==> src/rtl/pwi_pkg.sv <==
package pwi_pkg;
  typedef enum logic [0:0] {
    ST_IDLE = 1'b0,
    ST_DATA = 1'b1
  } pwi_state_e;

  localparam int IRQ_SERR = 0;
  localparam int IRQ_PERR = 1;
  localparam int IRQ_BEV  = 2;
  localparam int IRQ_N    = 3;
endpackage

==> src/rtl/pwi_fifo.sv <==
module pwi_fifo #(
  parameter int DW    = 32,
  parameter int DEPTH = 8
) (
  input  logic          clk,
  input  logic          rst_n,
  input  logic          flush,
  input  logic          wr_en,
  input  logic [DW-1:0] wr_data,
  input  logic          rd_en,
  output logic [DW-1:0] rd_data,
  output logic          empty
);
  localparam int PW = (DEPTH > 1) ? $clog2(DEPTH) : 1;

  logic [DW-1:0] mem [DEPTH];
  logic [PW:0]   wptr_q, wptr_d, rptr_q, rptr_d;
  logic          full;
  logic          do_wr, do_rd;

  assign empty   = (wptr_q == rptr_q);
  assign full    = (wptr_q[PW] != rptr_q[PW]) && (wptr_q[PW-1:0] == rptr_q[PW-1:0]);
  assign rd_data = mem[rptr_q[PW-1:0]];
  assign do_wr   = wr_en && !full && !flush;
  assign do_rd   = rd_en && !empty && !flush;

  always_comb begin
    wptr_d = wptr_q;
    rptr_d = rptr_q;
    if (flush) begin
      wptr_d = '0;
      rptr_d = '0;
    end else begin
      if (do_wr) wptr_d = wptr_q + 1'b1;
      if (do_rd) rptr_d = rptr_q + 1'b1;
    end
  end

  always_ff @(posedge clk or negedge rst_n) begin
    if (!rst_n) begin
      wptr_q <= '0;
      rptr_q <= '0;
    end else begin
      wptr_q <= wptr_d;
      rptr_q <= rptr_d;
    end
  end

  always_ff @(posedge clk) begin
    if (do_wr) mem[wptr_q[PW-1:0]] <= wr_data;
  end

  AST_NO_OVERFLOW: assert property (@(posedge clk) disable iff (!rst_n)
    wr_en |-> !full);
  AST_POP_ORDER: assert property (@(posedge clk) disable iff (!rst_n)
    (do_rd && !do_wr) |=> (rptr_q == $past(rptr_q) + 1'b1));
endmodule

==> src/rtl/pwi_irq.sv <==
module pwi_irq #(
  parameter int N = 3
) (
  input  logic         clk,
  input  logic         rst_n,
  input  logic [N-1:0] set,
  input  logic [N-1:0] clr,
  output logic [N-1:0] flags
);
  generate
    for (genvar i = 0; i < N; i++) begin : g_flag
      logic flag_q, flag_d;
      always_comb flag_d = set[i] | (flag_q & ~clr[i]);
      always_ff @(posedge clk or negedge rst_n) begin
        if (!rst_n) flag_q <= 1'b0;
        else        flag_q <= flag_d;
      end
      assign flags[i] = flag_q;

      AST_W1C_CLEAR: assert property (@(posedge clk) disable iff (!rst_n)
        (clr[i] && !set[i]) |=> !flags[i]);
      AST_SET_WINS: assert property (@(posedge clk) disable iff (!rst_n)
        set[i] |=> flags[i]);
    end
  endgenerate
endmodule

==> src/rtl/pwi_ctrl.sv <==
module pwi_ctrl
  import pwi_pkg::*;
#(
  parameter int AW    = 32,
  parameter int BEW   = 4,
  parameter int DEPTH = 8,
  localparam int CW   = $clog2(DEPTH + 1)
) (
  input  logic           clk,
  input  logic           rst_n,
  input  logic           in_start,
  input  logic [AW-1:0]  in_addr,
  input  logic           in_valid,
  input  logic [BEW-1:0] in_be,
  input  logic           in_last,
  input  logic           in_serr,
  input  logic           in_perr,
  input  logic           fifo_empty,
  input  logic           drain_busy,
  input  logic           drain_rearb,
  output logic           fifo_wr,
  output logic           fifo_flush,
  output logic           tgt_retry,
  output logic           tgt_stop,
  output logic           commit,
  output logic [AW-1:0]  commit_addr,
  output logic [CW-1:0]  commit_words,
  output logic           drain_abort,
  output logic [IRQ_N-1:0] irq_set
);
  pwi_state_e    state_q, state_d;
  logic [AW-1:0] addr_q, addr_d;
  logic [CW-1:0] cnt_q, cnt_d, cnt_inc;
  logic          retry_q, retry_d;
  logic          stop_q, stop_d;
  logic          commit_q, commit_d;
  logic          abort_q, abort_d;
  logic [AW-1:0] caddr_q;
  logic [CW-1:0] cwords_q;
  logic          busy;
  logic          fills;

  assign busy    = drain_busy | drain_rearb | ~fifo_empty;
  assign cnt_inc = cnt_q + CW'(1);
  assign fills   = (cnt_q == CW'(DEPTH - 1));

  always_comb begin
    state_d    = state_q;
    addr_d     = addr_q;
    cnt_d      = cnt_q;
    retry_d    = 1'b0;
    stop_d     = 1'b0;
    commit_d   = 1'b0;
    abort_d    = 1'b0;
    fifo_wr    = 1'b0;
    fifo_flush = 1'b0;
    irq_set    = '0;
    case (state_q)
      ST_IDLE: begin
        if (in_start) begin
          if (busy) begin
            retry_d = 1'b1;
          end else begin
            state_d = ST_DATA;
            addr_d  = in_addr;
            cnt_d   = '0;
          end
        end
      end
      ST_DATA: begin
        if (in_valid) begin
          if (in_serr) begin
            fifo_flush        = 1'b1;
            stop_d            = 1'b1;
            irq_set[IRQ_SERR] = 1'b1;
            state_d           = ST_IDLE;
          end else if (in_perr) begin
            fifo_flush        = 1'b1;
            stop_d            = 1'b1;
            abort_d           = 1'b1;
            irq_set[IRQ_PERR] = 1'b1;
            state_d           = ST_IDLE;
          end else begin
            fifo_wr = 1'b1;
            cnt_d   = cnt_inc;
            if ((in_be != '1) && !((cnt_q == '0) && in_last))
              irq_set[IRQ_BEV] = 1'b1;
            if (in_last || fills) begin
              commit_d = 1'b1;
              stop_d   = !in_last;
              state_d  = ST_IDLE;
            end
          end
        end
      end
      default: state_d = ST_IDLE;
    endcase
  end

  always_ff @(posedge clk or negedge rst_n) begin
    if (!rst_n) begin
      state_q  <= ST_IDLE;
      addr_q   <= '0;
      cnt_q    <= '0;
      retry_q  <= 1'b0;
      stop_q   <= 1'b0;
      commit_q <= 1'b0;
      abort_q  <= 1'b0;
    end else begin
      state_q  <= state_d;
      addr_q   <= addr_d;
      cnt_q    <= cnt_d;
      retry_q  <= retry_d;
      stop_q   <= stop_d;
      commit_q <= commit_d;
      abort_q  <= abort_d;
    end
  end

  always_ff @(posedge clk or negedge rst_n) begin
    if (!rst_n) begin
      caddr_q  <= '0;
      cwords_q <= '0;
    end else if (commit_d) begin
      caddr_q  <= addr_q;
      cwords_q <= cnt_inc;
    end
  end

  assign tgt_retry    = retry_q;
  assign tgt_stop     = stop_q;
  assign commit       = commit_q;
  assign commit_addr  = caddr_q;
  assign commit_words = cwords_q;
  assign drain_abort  = abort_q;

  AST_RETRY_WHEN_BUSY: assert property (@(posedge clk) disable iff (!rst_n)
    (state_q == ST_IDLE && in_start && (drain_busy || !fifo_empty))
      |=> (tgt_retry && state_q == ST_IDLE));
  AST_RETRY_REARB: assert property (@(posedge clk) disable iff (!rst_n)
    (state_q == ST_IDLE && in_start && drain_rearb) |=> tgt_retry);
  AST_ERR_NO_COMMIT: assert property (@(posedge clk) disable iff (!rst_n)
    (state_q == ST_DATA && in_valid && (in_serr || in_perr))
      |=> (tgt_stop && !commit && fifo_empty));
  AST_COMMIT_WORDS: assert property (@(posedge clk) disable iff (!rst_n)
    commit |-> (commit_words != '0 && commit_words <= CW'(DEPTH)));
  AST_FILL_STOP: assert property (@(posedge clk) disable iff (!rst_n)
    (commit && commit_words < CW'(DEPTH)) |-> !tgt_stop);
endmodule

==> src/rtl/posted_write_ingress.sv <==
module posted_write_ingress
  import pwi_pkg::*;
#(
  parameter int AW    = 32,
  parameter int DW    = 32,
  parameter int DEPTH = 8
) (
  input  logic                       clk,
  input  logic                       rst_n,
  input  logic                       in_start,
  input  logic [AW-1:0]              in_addr,
  input  logic                       in_valid,
  input  logic [DW-1:0]              in_data,
  input  logic [DW/8-1:0]            in_be,
  input  logic                       in_last,
  input  logic                       in_serr,
  input  logic                       in_perr,
  output logic                       tgt_retry,
  output logic                       tgt_stop,
  input  logic                       drain_busy,
  input  logic                       drain_rearb,
  output logic                       commit,
  output logic [AW-1:0]              commit_addr,
  output logic [$clog2(DEPTH+1)-1:0] commit_words,
  output logic                       drain_abort,
  input  logic                       rd_en,
  output logic [DW-1:0]              rd_data,
  output logic                       fifo_empty,
  input  logic [2:0]                 irq_clr,
  output logic [2:0]                 irq_flags
);
  localparam int BEW = DW / 8;

  logic             fifo_wr;
  logic             fifo_flush;
  logic [IRQ_N-1:0] irq_set;

  pwi_ctrl #(.AW(AW), .BEW(BEW), .DEPTH(DEPTH)) u_ctrl (
    .clk          (clk),
    .rst_n        (rst_n),
    .in_start     (in_start),
    .in_addr      (in_addr),
    .in_valid     (in_valid),
    .in_be        (in_be),
    .in_last      (in_last),
    .in_serr      (in_serr),
    .in_perr      (in_perr),
    .fifo_empty   (fifo_empty),
    .drain_busy   (drain_busy),
    .drain_rearb  (drain_rearb),
    .fifo_wr      (fifo_wr),
    .fifo_flush   (fifo_flush),
    .tgt_retry    (tgt_retry),
    .tgt_stop     (tgt_stop),
    .commit       (commit),
    .commit_addr  (commit_addr),
    .commit_words (commit_words),
    .drain_abort  (drain_abort),
    .irq_set      (irq_set)
  );

  pwi_fifo #(.DW(DW), .DEPTH(DEPTH)) u_fifo (
    .clk     (clk),
    .rst_n   (rst_n),
    .flush   (fifo_flush),
    .wr_en   (fifo_wr),
    .wr_data (in_data),
    .rd_en   (rd_en),
    .rd_data (rd_data),
    .empty   (fifo_empty)
  );

  pwi_irq #(.N(IRQ_N)) u_irq (
    .clk   (clk),
    .rst_n (rst_n),
    .set   (irq_set),
    .clr   (irq_clr),
    .flags (irq_flags)
  );

  AST_ABORT_EMPTY: assert property (@(posedge clk) disable iff (!rst_n)
    drain_abort |-> (fifo_empty && tgt_stop && irq_flags[IRQ_PERR]));
  AST_SERR_FLAG: assert property (@(posedge clk) disable iff (!rst_n)
    (tgt_stop && !commit && !drain_abort) |-> irq_flags[IRQ_SERR]);
endmodule

==> config.mk <==
export PLATFORM = sky130hd
export DESIGN_NAME = posted_write_ingress
export DESIGN_NICKNAME = d
export VERILOG_FILES = /design/src/rtl/pwi_pkg.sv /design/src/rtl/pwi_fifo.sv /design/src/rtl/pwi_irq.sv /design/src/rtl/pwi_ctrl.sv /design/src/rtl/posted_write_ingress.sv
export SDC_FILE = /design/constraint.sdc
export NUM_CORES = 1
export LEC_CHECK = 0
export BUFFER_PORTS_ARGS = -buffer_cell sky130_fd_sc_hd__buf_2
export CAP_MARGIN = 0
export CORE_ASPECT_RATIO = 2
export CORE_MARGIN = 4
export CORE_UTILIZATION = 58
export DETAILED_ROUTE_END_ITERATION = 10
export GPL_TIMING_DRIVEN = 1
export PLACE_DENSITY_LB_ADDON = 0.12
export SLEW_MARGIN = 20
export SYNTH_ARGS = -nofsm -noshare
export SYNTH_HDL_FRONTEND = slang
export SYNTH_SLANG_ARGS = --single-unit
export TNS_END_PERCENT = 10
==> constraint.sdc <==
create_clock -name clk -period 5.68 [get_ports clk]
set_clock_uncertainty 0.1 [all_clocks]
set_input_delay 1.136 -clock clk [delete_from_list [all_inputs] [get_ports clk]]
set_output_delay 1.136 -clock clk [all_outputs]
set_load 0.02 [all_outputs]
=== After elaboration in Yosys (flattened, before gate mapping) ===
Memory sizes are Yosys's and may differ from the RTL's.
Index checks and enable logic that the tools add are counted.

* Reduce and logical (&&, ||, !) cells: 18
* Eq/ne operators: 10
* Add/sub/neg operators: 3
* Bitwise logic cells: 14
* Multiplexer cells: 49

{| class="wikitable"
|+ Operator list
! operator !! count
|-
| two-way mux 4 bit || 9
|-
| two-way mux 1 bit || 35
|-
| adder 4 x 1 -> 4 bit, second input constant || 3
|-
| != test 2 bit, second input constant || 5
|-
| one-hot mux 4 bit (2 select lines) || 1
|-
| logical AND 1 bit || 7
|-
| two-way mux 3 bit || 2
|-
| inverter 1 bit || 6
|-
| zero test 1 bit || 5
|-
| bitwise OR 1 bit || 5
|-
| AND reduction 5 bit || 1
|-
| equality test 4 x 3 -> 1 bit, second input constant || 1
|-
| equality test 4 bit || 1
|-
| zero test 4 bit || 1
|-
| != test 4 bit, second input constant || 1
|-
| nonzero test 2 bit || 2
|-
| bitwise AND 1 bit || 3
|-
| equality test 3 bit || 1
|-
| AND reduction 3 bit || 1
|-
| two-way mux 2 bit || 1
|-
| one-hot mux 1 bit (2 select lines) || 1
|-
| logical OR 1 bit || 1
|-
| != test 1 bit || 1
|}

* Output and inout bits: 76
* Register bits: 88
* Memories: 1
* Input bits: 81
* Bits in writable memories: 256
* Word-level logic and storage cells: 109

{| class="wikitable"
|+ Memory list
! memory !! words !! bits a word !! read ports !! clocked after memory_dff !! write ports !! line !! source
|-
| u_fifo.mem || 8 || 32 || 1 || 0 || 1 || pwi_fifo.sv:16 || <nowiki>logic [DW-1:0] mem [DEPTH];</nowiki>
|}

=== Depth between registers and ports, before layout ===
* Depth in word-level cells: 10
* Mapped depth: 7
* Mapped depth without buffers: 5

=== Modules after synthesis ===
From an unflattened synthesis, not the netlist that was laid out.

* Cells, all modules: 645
* Area total of the unflattened synthesis: 13608.1 um^2

{| class="wikitable"
|+ Modules (own cells, without submodules)
! module !! instances !! cells an instance !! area each (um^2) !! seq. area each (um^2)
|-
| pwi_fifo || 1 || 448 || 10332.4 || 7887.6
|-
| pwi_ctrl || 1 || 185 || 3144.3 || 1926.8
|-
| pwi_irq || 1 || 12 || 131.4 || 75.1
|}

=== Least setup slack after synthesis ===
OpenSTA, ideal clock, no wires.

* Path type: input to register
* Start: input port in_serr
* End: memory u_fifo.mem[0][0] (enable)
* Cell stages on the path: 4
* Setup time: 0.501 ns
* Slack: 0.174 ns
* Path buffers: 1
* Data required time: 5.079 ns
* Arrival: 4.905 ns
* Cells stage by stage: nor4bb_1 clkbuf_1 nand2_1 nor4_1

* Longest elaborated chain between the ends: 7
* Elaborated cells on any way between the ends: 11
* Classes of those cells: mux (8); reduce/logical (3)

{| class="wikitable"
|+ Ends and longest elaborated chain
! item !! line !! source
|-
| from (decl) || posted_write_ingress.sv:16 || <nowiki>input logic in_serr,</nowiki>
|-
| two-way mux 1 bit || pwi_ctrl.sv:72 || <nowiki>if (in_serr) begin</nowiki>
|-
| two-way mux 1 bit || pwi_ctrl.sv:71 || <nowiki>if (in_valid) begin</nowiki>
|-
| two-way mux 1 bit || pwi_ctrl.sv:58 || <nowiki>case (state_q)</nowiki>
|-
| logical AND 1 bit / zero test 1 bit (equally long branches) || pwi_fifo.sv:24 || <nowiki>assign do_wr = wr_en && !full && !flush;</nowiki>
|-
| logical AND 1 bit * || pwi_fifo.sv:24 ||
|-
| two-way mux 1 bit * || pwi_fifo.sv:50 || <nowiki>if (do_wr) mem[wptr_q[PW-1:0]] <= wr_data;</nowiki>
|-
| two-way mux 1 bit (not written as such) * || pwi_fifo.sv:50 ||
|-
| to (decl) || pwi_fifo.sv:16 ||
|}

Every way passes the cells marked *; elsewhere a longest branch is shown, timed or not.

=== Final worst setup path ===
* Start: register u_fifo.rptr_q[0]
* End: output port rd_data[20]

* Longest elaborated chain between the ends: 1

{| class="wikitable"
|+ Ends and longest elaborated chain
! item !! line !! source
|-
| from (decl) || pwi_fifo.sv:17 || <nowiki>logic [PW:0] wptr_q, wptr_d, rptr_q, rptr_d;</nowiki>
|-
| from (signal assigned) || pwi_fifo.sv:45 || <nowiki>rptr_q <= rptr_d;</nowiki>
|-
| memory read (8 x 32 bit) || - ||
|-
| to (decl) || posted_write_ingress.sv:27 || <nowiki>output logic [DW-1:0] rd_data,</nowiki>
|}

No other way between the ends.

==> summary.md <==
| Metric | Value |
|---|---|
| Post-Synth Simple-Gate Area | 2.12% |
| I/O pin count | 157 |
| Post-DP HPWL | 15300 µm |
| Reg2Reg Depth | 5 |
| Placed cells | 1054 |
| Post-synth net total | 726 |
| Hold Crit Start | u_ctrl.addr_q[1] |
| Switching Power | 1.99 mW |
| PwrDens | 458 nW/µm² |
| VDD IR max | 0.000372 V |
| Slew @ Worst Pin | 1.17 ns |
| Synth top area cells | edfxtp_1, dfrtp_1, mux4_2 |
| Ant. Diodes | 0 |
| Synth warnings | 0 |
| Min Tclk post-route | 4.04 ns |
| Critical path fanouts, max | 37 |
| Fin. Hold Viols | 0 |
| CTS resizes | 0 |
| TritonCTS buffer count | 29 |
| # fillers | 1506 |
| DRT Pass-1 Iters | 4 |
| Routed WL per cell | 22.7 µm |
| Die Area | 25700 µm² |
| Initial antenna violation count | 0 |
| Nets@finish | 891 |
| Clk slew on worst S/H paths | 0.07 ns |
| Synth Flop Type | edfxtp_1 |
| Finished Layout Cells | 1108 |
| CTS tree | built |
| Post-synthesis compound-gate area fraction | 1.08% |
| Synthesized area per cell | 20.9 µm² |
| Worst EP required | 4.44 ns |
| Global-route wire length before repair | 38900 µm |
| Vias in the first global route | 7060 |
| Routability cong. | 0.711 |
| PortBufs | 156 |
| Part of the cycle the worst path needs | 71.1% |
| Total core area | 22700 µm² |
| Total internal power | 5.12 mW |
| Clock power share | 28.9% |
| Gate power share | 25.7% |
| Die width | 115 µm |
| Arr. time, crit path | 2.80 ns |
| Final setup fails | 0 |
| Combinational family with the most area after synthesis | multiplexers |
| Switch share | 28.0% |
| Post-synth EDFFs | 256 |
| Hold_buf cts | 0 |
| Drc violations | 0 |
| DP Area | 14500 µm² |
| Via Count | 6467 |
| Yosys cell types | 48 |
| Ys async rst share | 25.6% |
| Area Overhead vs Synth | 16.0% |
| Starting Density | 58.9% |
| Yosys top cell area share | 57.4% |
| Hold Crit Class | reg2reg |
| Most frequent cells in the layout | edfxtp_1, buf_2, dfrtp_1 |
| Design area | 15500 µm² |
| RR Endpoint | u_fifo.mem[4][31] |
| Register bit total from synthesis | 344 |
| Multi-input combinational cell area | 3340 µm² |
| Global Route Usage Sum | 20.0% |
| Leak | 6.06 nW |
| Postcts setup bufs | 0 |
| Clock Sinks | 344 |
| Hold Crit Endpoint | u_ctrl.commit_addr[1] |
| Max cap viols | 0 |
| Std cell rows | 78 |
| Slew HR | 21.9% |
| Share of power burned in registers | 45.4% |
| Root Driver | clkbuf_16 |
| Largest net degree at the start of global routing | 69 |
| R2r startpoint | u_fifo.rptr_q[2] |
| Layout cells sized above 1 | 46.3% |
| Post-Synth XOR/XNOR Area | 0.859% |
| Post-Syn Instances | 641 |
| Total Routed Length | 25100 µm |
| Routed Antenna Nets | 0 |
| Sequential Area | 9900 µm² |
| Most common cell after layout, fill and taps aside | edfxtp_1 |
| Via density | 5.84 |
| FMAX | 248 MHz |
| Critical Path Start Type | flop |
| Clock buffer depth | 3 |
| Setup TNS | 0 ns |
| H-tree levels | 1 |
| GRT Residual Overflow | 0 |
| Final Max Tran Viols | 0 |
| R2r setup slk | 2.37 ns |
| Outcome | finished, final reports clean |
| Sequential area share after synthesis | 73.8% |
| Post-Syn Area | 13400 µm² |
| Hold depth | 1 |
| Mux cell area share after synthesis | 20.1% |
| Cell taking the most area after synthesis | edfxtp_1 |
| Initial drt markers | 411 |
| Critical path class | reg2out |
| RSZ-0062 raised after global routing | no |
| Chip Height | 223 µm |
| Worst-skew pair later-pin latency | 0.55 ns |
| Setup crit end kind | output pin |
| Synth Area in Adders | 0.373% |
## synthesized netlist by cell type (3+ instances only)
cell type  number
nand2b_1        5
ha_1            4
nor3_1          5
nand3_1         9
buf_1           5
mux2i_1         5
xnor2_1         3
buf_4           5
inv_1          10
nand2_1        16
o21ai_0         4
o21ai_1         4
clkbuf_1       14
buf_2           9
mux2_1         11
edfxtp_1      256
dfrtp_1        88
mux4_2         64
mux2_2         57
buf_6           3
nor2_1          4
mux2_4         29
## power by group through the flow
stage               registers, mW  clock network [mW]  logic, mW
detailed placement           3.37                   0       1.76
finish                       3.23                2.05       1.83
global placement             3.34                   0       1.72
CTS                          3.32                2.11       1.77
global route                 3.27                2.21       1.97
floorplan                    3.11                   0       1.47
## area by class of cell
type | count | area share (%)
flip-flops and latches | 344 | 63.7
multi-input cells | 251 | 21.5
repair buffers | 170 | 5.92
clock buffers | 31 | 4.72
well taps | 280 | 2.25
clock inverters | 22 | 1.71
inverters | 10 | 0.241
## per-layer routing
layer	wire [µm]	track usage, %
met4	448	5.84
met1	9310	23.9
met5	0	0
met3	1280	3.12
met2	14100	36.8
## worst max-delay path, cell delays in order (launching register included)
cell	delay, ns
dfrtp_4	0.65
buf_16	0.32
buf_4	0.29
mux4_2	0.53
mux2_2	0.27
buf_2	0.16
## sequential cells by signal, indices dropped and copies added, names as in the netlist
register and flops:
u_fifo.mem 256, u_ctrl.commit_words 4, u_ctrl.tgt_retry 1, u_fifo.wptr_q 4, u_ctrl.commit 1, u_fifo.rptr_q 4, u_ctrl.cnt_q 4, u_ctrl.commit_addr 32
u_ctrl.drain_abort 1, u_irq.g_flag.flag_q 3, u_ctrl.state_q 1, u_ctrl.tgt_stop 1, u_ctrl.addr_q 32
## metrics by stage
stage | power, mW | worst slack [ns] | util (%) | hold WS (ns)
floorplan | 4.58 | 0.174 | - | 0.350
global placement | 5.06 | 1.93 | 63.9 | 0.360
detailed placement | 5.13 | 1.86 | 63.9 | 0.374
CTS | 7.19 | 1.27 | 68.2 | 0.392
global route | 7.45 | 1.45 | 68.4 | 0.410
finish | 7.11 | 1.64 | 68.4 | 0.386
## how the worst max path moves through the flow
| stage | startpoint | endpoint | slack [ns] | depth (start not counted) |
|---|---|---|---|---|
| floorplan | in_serr | u_fifo.mem[0][0] | 0.17 | 4 |
| global placement | u_fifo.rptr_q[0] | rd_data[10] | 1.93 | 4 |
| detailed placement | u_fifo.rptr_q[0] | rd_data[20] | 1.86 | 4 |
| CTS | u_fifo.rptr_q[0] | rd_data[20] | 1.27 | 4 |
| global route | u_fifo.rptr_q[0] | rd_data[20] | 1.45 | 5 |
| finish | u_fifo.rptr_q[0] | rd_data[20] | 1.64 | 5 |
## cell families after synthesis
family          count (synthesis)
xor+xnor                        8
fa+ha+maj                       4
compound gates                 21
buf+inv                        46
mux                           166
simple gates                   52
flops                         344
Note: power is estimated with default switching activity, not from simulation.
